`src/rtl/hostRegsPkg.sv`:
```
package hostRegsPkg;
  typedef struct packed {
    logic loadPc;
    logic loadMisc;
    logic readStat;
  } regStrobeT;
endpackage

```
`src/rtl/hostRegsCtrl.sv`:
```
module hostRegsCtrl
  import hostRegsPkg::*;
#(
  parameter int ADDR_W = 16,
  parameter logic [ADDR_W-1:0] PC_ADDR = 16'h6014,
  parameter logic [ADDR_W-1:0] MISC_ADDR = 16'h6015,
  parameter logic [ADDR_W-1:0] STAT_ADDR = 16'h6011
) (
  input  logic              clk,
  input  logic              rstN,
  input  logic [ADDR_W-1:0] addr,
  input  logic              wrStrobeN,
  input  logic              rdStrobe,
  output regStrobeT         strb
);
  logic strobePrev;
  logic wrRise;

  // Remember the strobe level seen at the previous edge.
  always_ff @(posedge clk or negedge rstN) begin
    if (!rstN) strobePrev <= 1'b1;
    else       strobePrev <= wrStrobeN;
  end

  assign wrRise = !strobePrev && wrStrobeN;

  always_comb begin
    strb          = '0;
    strb.loadPc   = wrRise && (addr == PC_ADDR);
    strb.loadMisc = wrRise && (addr == MISC_ADDR);
    strb.readStat = rdStrobe && (addr == STAT_ADDR);
  end
endmodule

```
`src/rtl/hostRegsData.sv`:
```
module hostRegsData
  import hostRegsPkg::*;
#(
  parameter int DATA_W = 8,
  parameter int PAGE_W = 3
) (
  input  logic              clk,
  input  logic              rstN,
  input  regStrobeT         strb,
  input  logic [DATA_W-1:0] wrData,
  input  logic              probePresent,
  input  logic              slaveIrq,
  input  logic              panelIrq,
  output logic [DATA_W-1:0] rdData,
  output logic [PAGE_W-1:0] romPage,
  output logic              slaveReset,
  output logic              slaveKernel,
  output logic              slaveBusReq,
  output logic              slaveBusTake,
  output logic [DATA_W-3:0] miscCtl
);
  localparam int RST_BIT  = PAGE_W;
  localparam int KERN_BIT = PAGE_W + 1;
  localparam int REQ_BIT  = PAGE_W + 2;
  localparam int TAKE_BIT = PAGE_W + 3;
  localparam int DIAG_HI  = DATA_W - 1;
  localparam int DIAG_LO  = DATA_W - 2;
  localparam int STAT_W   = 6;

  logic [DATA_W-1:0] pcReg;
  logic [DATA_W-1:0] miscReg;
  logic [STAT_W-1:0] statBits;

  always_ff @(posedge clk or negedge rstN) begin
    if (!rstN) begin
      pcReg   <= '0;
      miscReg <= '0;
    end else begin
      if (strb.loadPc)   pcReg   <= wrData;
      if (strb.loadMisc) miscReg <= wrData;
    end
  end

  assign romPage      = pcReg[PAGE_W-1:0];
  assign slaveReset   = pcReg[RST_BIT];
  assign slaveKernel  = pcReg[KERN_BIT];
  assign slaveBusReq  = pcReg[REQ_BIT];
  assign slaveBusTake = pcReg[TAKE_BIT] & pcReg[REQ_BIT];
  assign miscCtl      = miscReg[DATA_W-3:0];

  assign statBits = {miscReg[DIAG_LO], miscReg[DIAG_HI], pcReg[DIAG_HI],
                     panelIrq, slaveIrq, probePresent};

  always_comb begin
    rdData = '0;
    if (strb.readStat) rdData[STAT_W-1:0] = statBits;
  end
endmodule

```
`src/rtl/hostCtlRegs.sv`:
```
module hostCtlRegs
  import hostRegsPkg::*;
#(
  parameter int ADDR_W = 16,
  parameter int DATA_W = 8,
  parameter int PAGE_W = 3,
  parameter logic [ADDR_W-1:0] PC_ADDR = 16'h6014,
  parameter logic [ADDR_W-1:0] MISC_ADDR = 16'h6015,
  parameter logic [ADDR_W-1:0] STAT_ADDR = 16'h6011
) (
  input  logic              clk,
  input  logic              rstN,
  input  logic [ADDR_W-1:0] busAddr,
  input  logic [DATA_W-1:0] busWrData,
  input  logic              busWrStrobeN,
  input  logic              busRdStrobe,
  output logic [DATA_W-1:0] busRdData,
  input  logic              probePresent,
  input  logic              slaveIrq,
  input  logic              panelIrq,
  output logic [PAGE_W-1:0] romPage,
  output logic              slaveReset,
  output logic              slaveKernel,
  output logic              slaveBusReq,
  output logic              slaveBusTake,
  output logic [DATA_W-3:0] miscCtl
);
  regStrobeT strb;

  hostRegsCtrl #(
    .ADDR_W(ADDR_W), .PC_ADDR(PC_ADDR), .MISC_ADDR(MISC_ADDR), .STAT_ADDR(STAT_ADDR)
  ) uCtrl (
    .clk(clk), .rstN(rstN), .addr(busAddr), .wrStrobeN(busWrStrobeN),
    .rdStrobe(busRdStrobe), .strb(strb)
  );

  hostRegsData #(.DATA_W(DATA_W), .PAGE_W(PAGE_W)) uData (
    .clk(clk), .rstN(rstN), .strb(strb), .wrData(busWrData),
    .probePresent(probePresent), .slaveIrq(slaveIrq), .panelIrq(panelIrq),
    .rdData(busRdData), .romPage(romPage), .slaveReset(slaveReset),
    .slaveKernel(slaveKernel), .slaveBusReq(slaveBusReq),
    .slaveBusTake(slaveBusTake), .miscCtl(miscCtl)
  );
endmodule

```
`config.mk`:
```
export PLATFORM = sky130hd
export DESIGN_NAME = hostCtlRegs
export DESIGN_NICKNAME = d
export VERILOG_FILES = /design/src/rtl/hostRegsPkg.sv /design/src/rtl/hostRegsCtrl.sv /design/src/rtl/hostRegsData.sv /design/src/rtl/hostCtlRegs.sv
export SDC_FILE = /design/constraint.sdc
export NUM_CORES = 1
export LEC_CHECK = 0
export BUFFER_PORTS_ARGS = -buffer_cell sky130_fd_sc_hd__buf_2
export CAP_MARGIN = 20
export CORE_UTILIZATION = 45
export CTS_CLUSTER_SIZE = 16
export DETAILED_ROUTE_END_ITERATION = 12
export PLACE_DENSITY_LB_ADDON = 0.1
export SETUP_SLACK_MARGIN = 0.15
export SLEW_MARGIN = 20
export SYNTH_ARGS = -nofsm -noshare
export SYNTH_HDL_FRONTEND = slang
export SYNTH_SLANG_ARGS = --single-unit
```
`constraint.sdc`:
```
create_clock -name clk -period 3.7 [get_ports clk]
set_input_delay 0.74 -clock clk [delete_from_list [all_inputs] [get_ports clk]]
set_output_delay 0.74 -clock clk [all_outputs]
set_load 0.02 [all_outputs]
```
==> flow_metrics.tcl <==
set metrics [dict create \
    finClkSkew_ns 0.00940 \
    min_path_type "in2async" \
    clk_latency_ns 0.29 \
    num_vias 624 \
    ys_top_cells_by_area "dfrtp_1, mux2_4, mux2_2" \
    cp_max_fo 6 \
    die_y_um 46.3 \
    worst_pin_slew_ns 0.537 \
    fin_crit_sh_pct 82.8 \
    cts_tree "built" \
    yosysTopAreaCellShare_pct 45.3 \
    rsz0062_at_grt "no" \
    antenna_left 0 \
    synth_cells 66 \
    numCtsBuffers 3 \
    antenna_cells 0 \
    global_route.overflow_total 0 \
    totalWireLength_um 1560 \
    grt_max_degree 18 \
    grt_pass1_wl_um 2440 \
    yosysTopAreaCell "dfrtp_1" \
    clk_pin_slew_worst_paths_ns 0.10 \
    path_class "in2out" \
    irDropWorstVdd_mv 0.231 \
    ctsResizeCount 0 \
    htreeDepth 1 \
    cts.sinks 17 \
    setup_tns_ns 0 \
    status "finished clean" \
    wl_per_cell_um 11.5 \
    cp.required_ns 2.96 \
    via_per_inst 4.62 \
    critPathCaptureType "output pin" \
    synth_area_um2 885 \
    core-area_um2 1780 \
    syn_avg_cell_area_um2 13.4 \
    final_common_cell "buf_2" \
    p_leak_nw 0.651 \
    slew_violations 0 \
    initial_core_util_pct 49.6 \
    grt_antenna_before_repair 0 \
    p_per_area_nw_per_um2 278 \
    grt_pass1_vias 583 \
    post_cts_buffers 0 \
    dieArea_um2 2150 \
    fillers 154 \
    rows 15 \
    place.gp.congestion 0.731 \
    clock-root-buffer "clkbuf_4" \
    synth_cell_types 18 \
    hpwlAfterDp_um 1250 \
    slew_headroom_pct 63.7 \
    hold_viol 0 \
    final_cell_mix "buf_2, dfrtp_1, mux2_4, mux2_2, and2_1" \
    drc 0 \
    grt_usage_pct 16.8 \
    ioPinCount 52 \
    drtIter0Drc 6 \
    ys_seq_elements 17 \
    hold_buffers 0 \
    cap_viol_max_count 0 \
    dr.pass1.iters 4 \
    port_buffers 49 \
    drive_gt1_share_pct 68.2 \
    clockBufferDepth 2 \
    utilization_pct 62.5 \
    synth_warnings 0 \
    arrival_ns 2.33 \
    fin_crit_ns 3.07 \
    finalSetupViolations 0 \
    die_x_um 46.3 \
    fmaxAchievable_mhz 326 \
    nNetsFinal 142 \
    start_kind "input pin" \
    power_mw 0.310 \
    yosysSeqAreaShare_pct 48.2 \
    syn_to_final_growth_pct 25.9 \
]
-- cell families (layout without fill, tap and decap cells) --
| group | count (synthesis) | after routing | synth area share, % |
|---|---|---|---|
| simple gates | 20 | 20 | 17.0 |
| flops | 17 | 17 | 48.2 |
| buf+inv | 12 | 55 | 10.6 |
| mux | 16 | 16 | 23.8 |
| other cells | 1 | 2 | 0.424 |
-- Yosys cell counts --
library cell,instances
dfrtp_1,16
buf_4,11
mux2_2,8
mux2_4,8
and2_1,7
nand4_1,2
nor4b_1,2
nor4bb_1,2
buf_6,1
conb_1,1
dfstp_2,1
nand2_1,1
nor2_1,1
nor4_2,1
or3_1,1
or3b_2,1
or4_4,1
or4b_1,1
-- sequential cells by signal (all words and copies together), names as in the netlist --
signal / flops
uData.miscReg: 8
uData.pcReg: 8
uCtrl.strobePrev: 1
-- report_power, final --
part           internal, mW  switching, mW
Combinational        0.0135         0.0126
Sequential            0.187       0.000396
Clock                0.0402         0.0566
-- worst max-delay path: stages --
cell	delay, ns
buf_2	0.10
nor4b_1	0.51
nand4_1	0.15
nor4b_1	0.36
buf_4	0.19
and2_1	0.11
buf_2	0.15
-- metal layers --
| metal | vias up | global-route usage [%] | part of all wire (%) |
|---|---|---|---|
| li1 | 308 | - | - |
| met4 | 0 | 8.24 | 1.3 |
| met3 | 4 | 7.06 | 5.3 |
| met5 | - | 0 | 0 |
| met2 | 27 | 26.9 | 50 |
| met1 | 285 | 19.1 | 43 |
-- worst paths after layout --
path,end,start,slack (ns),cells past startpoint
hold reg to reg,uData.miscReg[4],uData.miscReg[4],0.51,1
max in group asynchronous,uCtrl.strobePrev,rstN,3.05,1
setup / recovery,busRdData[5],busAddr[5],0.63,7
min in group clk,uData.miscReg[4],uData.miscReg[4],0.51,1
setup reg to reg,uData.pcReg[3],uCtrl.strobePrev,1.86,3
hold / removal,uData.miscReg[7],rstN,0.34,1
-- through the flow --
stage / instances / worst slack, ns / hold slack (ns) / instance area [µm²]
after CTS: 135 / 0.694 / 0.355 / 1110
after floorplan: 67 / 0.918 / 0.444 / 888
after global routing: 135 / 0.461 / 0.357 / 1110
after detailed placement: 131 / 0.691 / 0.486 / 1090
final: 135 / 0.635 / 0.343 / 1110
after global placement: 131 / 0.640 / 0.485 / 1090
-- area by class of cell --
class / instances / area (µm²) / share of cell area [%]
clock buffer: 3 / 22.5 / 2.02
clock inverter: 1 / 5.00 / 0.449
multi-input combinational: 38 / 368 / 33.0
sequential: 17 / 427 / 38.3
tap: 25 / 31.3 / 2.81
timing repair buffer: 51 / 260 / 23.4
(Power assumes the default switching activity.)
